<file path="src/rtl/gpo_pkg.sv">
package gpo_pkg;
   localparam int unsigned NUM_LOC = 5;
   localparam int unsigned ADDR_W  = 3;

   localparam int unsigned SEL_DATA = 0;
   localparam int unsigned SEL_SET  = 1;
   localparam int unsigned SEL_CLR  = 2;
   localparam int unsigned SEL_TGL  = 3;
   localparam int unsigned SEL_DIR  = 4;

   localparam logic [ADDR_W-1:0] RA_DATA = 3'd0;
   localparam logic [ADDR_W-1:0] RA_SET  = 3'd1;
   localparam logic [ADDR_W-1:0] RA_CLR  = 3'd2;
   localparam logic [ADDR_W-1:0] RA_TGL  = 3'd3;
   localparam logic [ADDR_W-1:0] RA_DIR  = 3'd4;

   typedef enum logic [1:0] {
      ACT_HOLD = 2'd0,
      ACT_LOAD = 2'd1,
      ACT_INV  = 2'd2,
      ACT_FORCE = 2'd3
   } bit_act_e;
endpackage

</file>
<file path="src/rtl/gpo_latch_next.sv">
module gpo_latch_next
   import gpo_pkg::*;
#(
   parameter int unsigned WIDTH = 16
) (
   input  logic [WIDTH-1:0] cur,
   input  logic [WIDTH-1:0] wdata,
   input  logic             do_load,
   input  logic             do_set,
   input  logic             do_clr,
   input  logic             do_tgl,
   output logic [WIDTH-1:0] nxt,
   output logic             any_act
);
   assign any_act = do_load | do_set | do_clr | do_tgl;

   for (genvar b = 0; b < WIDTH; b++) begin : g_bit
      bit_act_e act;
      logic     force_val;

      always_comb begin
         act       = ACT_HOLD;
         force_val = 1'b0;
         if (wdata[b] && do_clr) begin
            act       = ACT_FORCE;
            force_val = 1'b0;
         end else if (wdata[b] && do_set) begin
            act       = ACT_FORCE;
            force_val = 1'b1;
         end else if (wdata[b] && do_tgl) begin
            act = ACT_INV;
         end else if (do_load) begin
            act = ACT_LOAD;
         end
      end

      always_comb begin
         unique case (act)
            ACT_FORCE: nxt[b] = force_val;
            ACT_INV:   nxt[b] = ~cur[b];
            ACT_LOAD:  nxt[b] = wdata[b];
            default:   nxt[b] = cur[b];
         endcase
      end
   end
endmodule

</file>
<file path="src/rtl/gpo_vec_reg.sv">
module gpo_vec_reg #(
   parameter int unsigned WIDTH = 16
) (
   input  logic             clk,
   input  logic             rst_n,
   input  logic             en,
   input  logic [WIDTH-1:0] d,
   output logic [WIDTH-1:0] q
);
   always_ff @(posedge clk or negedge rst_n) begin
      if (!rst_n)  q <= '0;
      else if (en) q <= d;
   end
endmodule

</file>
<file path="src/rtl/gpo_read_mux.sv">
module gpo_read_mux
   import gpo_pkg::*;
#(
   parameter int unsigned WIDTH = 16
) (
   input  logic [ADDR_W-1:0] addr,
   input  logic [WIDTH-1:0]  latch_q,
   input  logic [WIDTH-1:0]  dir_q,
   output logic [WIDTH-1:0]  data
);
   always_comb begin
      case (addr)
         RA_DATA: data = latch_q;
         RA_DIR:  data = dir_q;
         RA_SET, RA_CLR, RA_TGL: data = '0;
         default: data = '0;
      endcase
   end
endmodule

</file>
<file path="src/rtl/gpo_latch_bank.sv">
module gpo_latch_bank
   import gpo_pkg::*;
#(
   parameter int unsigned WIDTH = 16
) (
   input  logic               clk,
   input  logic               rst_n,
   input  logic [NUM_LOC-1:0] wr_sel,
   input  logic [WIDTH-1:0]   wr_data,
   input  logic [ADDR_W-1:0]  rd_addr,
   output logic [WIDTH-1:0]   rd_data,
   output logic [WIDTH-1:0]   pin_out,
   output logic [WIDTH-1:0]   pin_oe
);
   if (WIDTH < 1 || WIDTH > 64) begin : g_bad_width
      $error("gpo_latch_bank: WIDTH must be 1..64");
   end

   logic [WIDTH-1:0] latch_q, latch_d, dir_q;
   logic             latch_en;

   gpo_latch_next #(.WIDTH(WIDTH)) u_next (
      .cur     (latch_q),
      .wdata   (wr_data),
      .do_load (wr_sel[SEL_DATA]),
      .do_set  (wr_sel[SEL_SET]),
      .do_clr  (wr_sel[SEL_CLR]),
      .do_tgl  (wr_sel[SEL_TGL]),
      .nxt     (latch_d),
      .any_act (latch_en)
   );

   gpo_vec_reg #(.WIDTH(WIDTH)) u_latch (
      .clk (clk), .rst_n (rst_n), .en (latch_en), .d (latch_d), .q (latch_q)
   );

   gpo_vec_reg #(.WIDTH(WIDTH)) u_dir (
      .clk (clk), .rst_n (rst_n), .en (wr_sel[SEL_DIR]), .d (wr_data), .q (dir_q)
   );

   gpo_read_mux #(.WIDTH(WIDTH)) u_rd (
      .addr (rd_addr), .latch_q (latch_q), .dir_q (dir_q), .data (rd_data)
   );

   assign pin_out = latch_q;
   assign pin_oe  = dir_q;
endmodule

</file>
<file path="config.mk">
export PLATFORM = sky130hd
export DESIGN_NAME = gpo_latch_bank
export DESIGN_NICKNAME = d
export VERILOG_FILES = /design/src/rtl/gpo_pkg.sv /design/src/rtl/gpo_latch_next.sv /design/src/rtl/gpo_vec_reg.sv /design/src/rtl/gpo_read_mux.sv /design/src/rtl/gpo_latch_bank.sv
export SDC_FILE = /design/constraint.sdc
export NUM_CORES = 1
export LEC_CHECK = 0
export CAP_MARGIN = 10
export CORE_MARGIN = 4
export CORE_UTILIZATION = 40
export CTS_CLUSTER_SIZE = 8
export DETAILED_ROUTE_END_ITERATION = 7
export PLACE_DENSITY = 0.67
export SLEW_MARGIN = 20
export SYNTH_ARGS = -nofsm -noshare
export SYNTH_HDL_FRONTEND = slang
export SYNTH_SLANG_ARGS = --single-unit
</file>
<file path="constraint.sdc">
create_clock -name clk -period 1.45 [get_ports clk]
set_input_delay 0.29 -clock clk [delete_from_list [all_inputs] [get_ports clk]]
set_output_delay 0.29 -clock clk [all_outputs]
set_load 0.01 [all_outputs]
</file>
==> impl_results.md <==
* Main combinational cell family by area after synthesis: compound AO/OA/AOI/OAI gates
* DP Area at roughly 4400 µm²
* Post-layout instance area at 4920 µm²
* Die area at 9210 µm²
* Initial DRC Count at 74
* Status: finished with violations
* Num CTS Buffers at 5
* Endpoint class of the critical path: flop
* Crit-path max FO at 6
* Clk slew on worst S/H paths at 0.07 ns
* Antenna cells at 0
* Post-DRT Antenna Nets at 0
* Worst r2r src: u_latch.q[13]$_DFFE_PN0P_
* Initial core utilization at 0.4200
* XOR/XNOR share of the synthesized area at 0
* Port Buffers at 73
* Clock tree sinks at 32
* Synthesis-to-finish area growth at 58.93%
* Internal at 2.234 mW
* Worst skew pair latency at 0.29 ns
* Pwr/cell area at 688.4 nW/µm²
* Main flop type after synthesis: dfrtp_1
* Simple-Gate Fraction of Synth Area at 0.1362
* Mean Syn Cell Area at approximately 9.5 µm²
* Root Buffer: clkbuf_8
* Hold WS at 0.4524 ns
* Number of setup violations in the final report at 16
* Setup TNS at -2.689 ns
* Dpl cells at 536
* Sequential area share after synthesis at 0.2587
* TritonCTS clock tree: yes
* Most frequent cells in the layout: buf_4, dlygate4sd2_1, dfrtp_1
* Clk buf depth at 2
* Relative slew margins at 0.7475
* Final std cells w/o fill at 560
* Number of synthesized flops with an enable pin at 0
* Largest net degree at the start of global routing at 23
* Share of layout cells above drive strength 1 at 0.4403
* Startpoint types: input port
* Total gr overflow at 0
* Failing checks: negative setup slack
* Flops & latches, synth at 32
* All-layer global routing usage at 0.2029
* Row count at 31
* Fill cells at 596
* Complex-gate fraction of the synthesized area at 0.2142
* Routed WL at roughly 9.1 mm
* Mapped Cells at 327
* Final Net Count at 534
* Number of global-route vias before repair at 3015
* Syn. warnings at 0
* Ys async rst share at 1.000
* Drt wl/cell at 16.30 µm
* Mapped Area at slightly above 3000 µm²
* Worst-margin pin slew at 0.3787 ns
* Req. time, crit path at 1.62 ns
* Gate power share at 0.454
* Finished Core Util at 0.6676
* First-pass GRT wire length at 14.48 mm
* Skew final at 0 ns
* Max Freq at 590.7 MHz
* Tmin final at 1.693 ns
* Sw Ratio at 0.3403
* Fin. Hold Viols at 0
* Kind of critical path: in2reg
* Antenna violations before repair at 0
* Switching power at 1.153 mW
* Data arrival, critical path at 1.86 ns
* Die Height at 95.97 µm
* # IOs at 74
* Htree depth at 2
* Pleak at 2.459 nW
* Post-synthesis adder-cell area fraction at 0.1940
* Core ar. at 7370 µm²
* # DRC at 0
* Drt first pass iters at 4
* Multi-input logic area at 2451 µm²
* DIE WIDTH at between 90 and 100 µm
* RSZ-0062 raised after global routing: true
* Reg power frac at 0.326
* Syn Nets at 401
* Crit path launch: wr_sel[3]
* HP Class: in2async
* Post-synthesis mux area share at 0.1099
* Vias at slightly below 3000
* FF+latch area at 800.8 µm²
* Final number of max-transition violations at 0
* Max cap viols at 0
* Mean number of vias per cell at around 5.2
* Final setup margin at -0.2430 ns
* Clock power frac at 0.220
* Peak supply drop at approximately 500 µV
* Commonest non-fill, non-tap cell in the layout: buf_4
* Placer Congestion at 0.7998
* Final period util at 1.168
* Post-DP HPWL at 5.998 mm
* Synth unique cells at 31
[routing by layer]
metal | share of wire | GRT usage | wire length, µm | vias up
li1 | - | - | - | 1404
met1 | 0.43 | 0.2493 | 3911 | 1413
met2 | 0.51 | 0.3607 | 4682 | 77
met3 | 0.045 | 0.03597 | 411 | 13
met4 | 0.014 | 0.05924 | 124 | 0
met5 | 0 | 0 | 0 | -
[layout make-up]
cell class / count / area share
well taps: 99 / 0.02518
multi-input cells: 240 / 0.4982
clock buffers: 8 / 0.01831
inverters: 38 / 0.02950
flip-flops and latches: 32 / 0.1628
repair buffers: 143 / 0.2660
[Yosys cell counts (3+ instances only)]
cell / instances / area [µm²]
a21boi_0: 6 / 45.04
a21oi_1: 16 / 80.08
a22o_2: 7 / 70.07
a22o_4: 8 / 140.1
and3_1: 10 / 62.56
buf_2: 10 / 50.05
buf_6: 4 / 45.04
clkbuf_1: 3 / 11.26
dfrtp_1: 32 / 800.8
ha_1: 48 / 600.6
inv_1: 30 / 112.6
inv_2: 8 / 30.03
mux2_2: 16 / 180.2
mux2i_1: 16 / 160.2
nand2_1: 32 / 120.1
nand2_2: 9 / 56.30
nand2b_1: 10 / 62.56
nor2_1: 16 / 60.06
o21a_1: 6 / 45.04
o21ai_0: 6 / 30.03
o21bai_1: 10 / 75.07
o41a_1: 10 / 112.6
o41ai_1: 6 / 52.55
[path summary, 6_finish.rpt]
check | end | slack [ns] | cells after the start
max | u_latch.q[14]$_DFFE_PN0P_ | -0.24 | 8
min | u_latch.q[5]$_DFFE_PN0P_ | 0.45 | 2
max reg2reg | u_latch.q[13]$_DFFE_PN0P_ | 0.35 | 4
min reg2reg | u_dir.q[0]$_DFFE_PN0P_ | 0.53 | 1
max in group asynchronous | u_latch.q[3]$_DFFE_PN0P_ | 0.50 | 3
min in group clk | u_dir.q[6]$_DFFE_PN0P_ | 0.51 | 2
[stage by stage]
stage	total power, mW	setup WS [ns]
final	3.387	-0.2430
after global routing	3.602	-0.2722
after CTS	3.346	-0.2211
after detailed placement	2.551	-0.9888
after global placement	2.516	-0.9600
after floorplan	1.827	-0.4273
[state kept, by name (all words and copies together), names as in the netlist]
signal and flops:
u_latch.q 16, u_dir.q 16
[kinds of logic after synthesis]
logic type,after synthesis
simple gates,83
buf+inv,56
mux,32
fa+ha+maj,48
compound gates,76
flops,32
[critical path: stages]
cell and delay, ns:
buf_8 0.10, or3_4 0.41, buf_8 0.16, buf_12 0.13
nand2_8 0.05, ha_4 0.20, and3_4 0.16, o41a_1 0.36
[repair_timing]
action | in CTS | in global routing
pin swaps | 31 | 19
setup endpoints to repair | 64 | 29
hold buffers | 1 | 0
hold endpoints to repair | 14 | 0
setup buffers | 9 | 2
cloned | 4 | 0
resized for setup | 179 | 33
[power groups by stage]
stage	combinational, mW	sequential [mW]	clock [mW]
floorplan	0.651	1.18	0
global placement	1.40	1.12	0
detailed placement	1.43	1.12	0
CTS	1.48	1.10	0.763
global route	1.68	1.12	0.800
finish	1.54	1.10	0.746
Power figures use the tool's default switching activity.
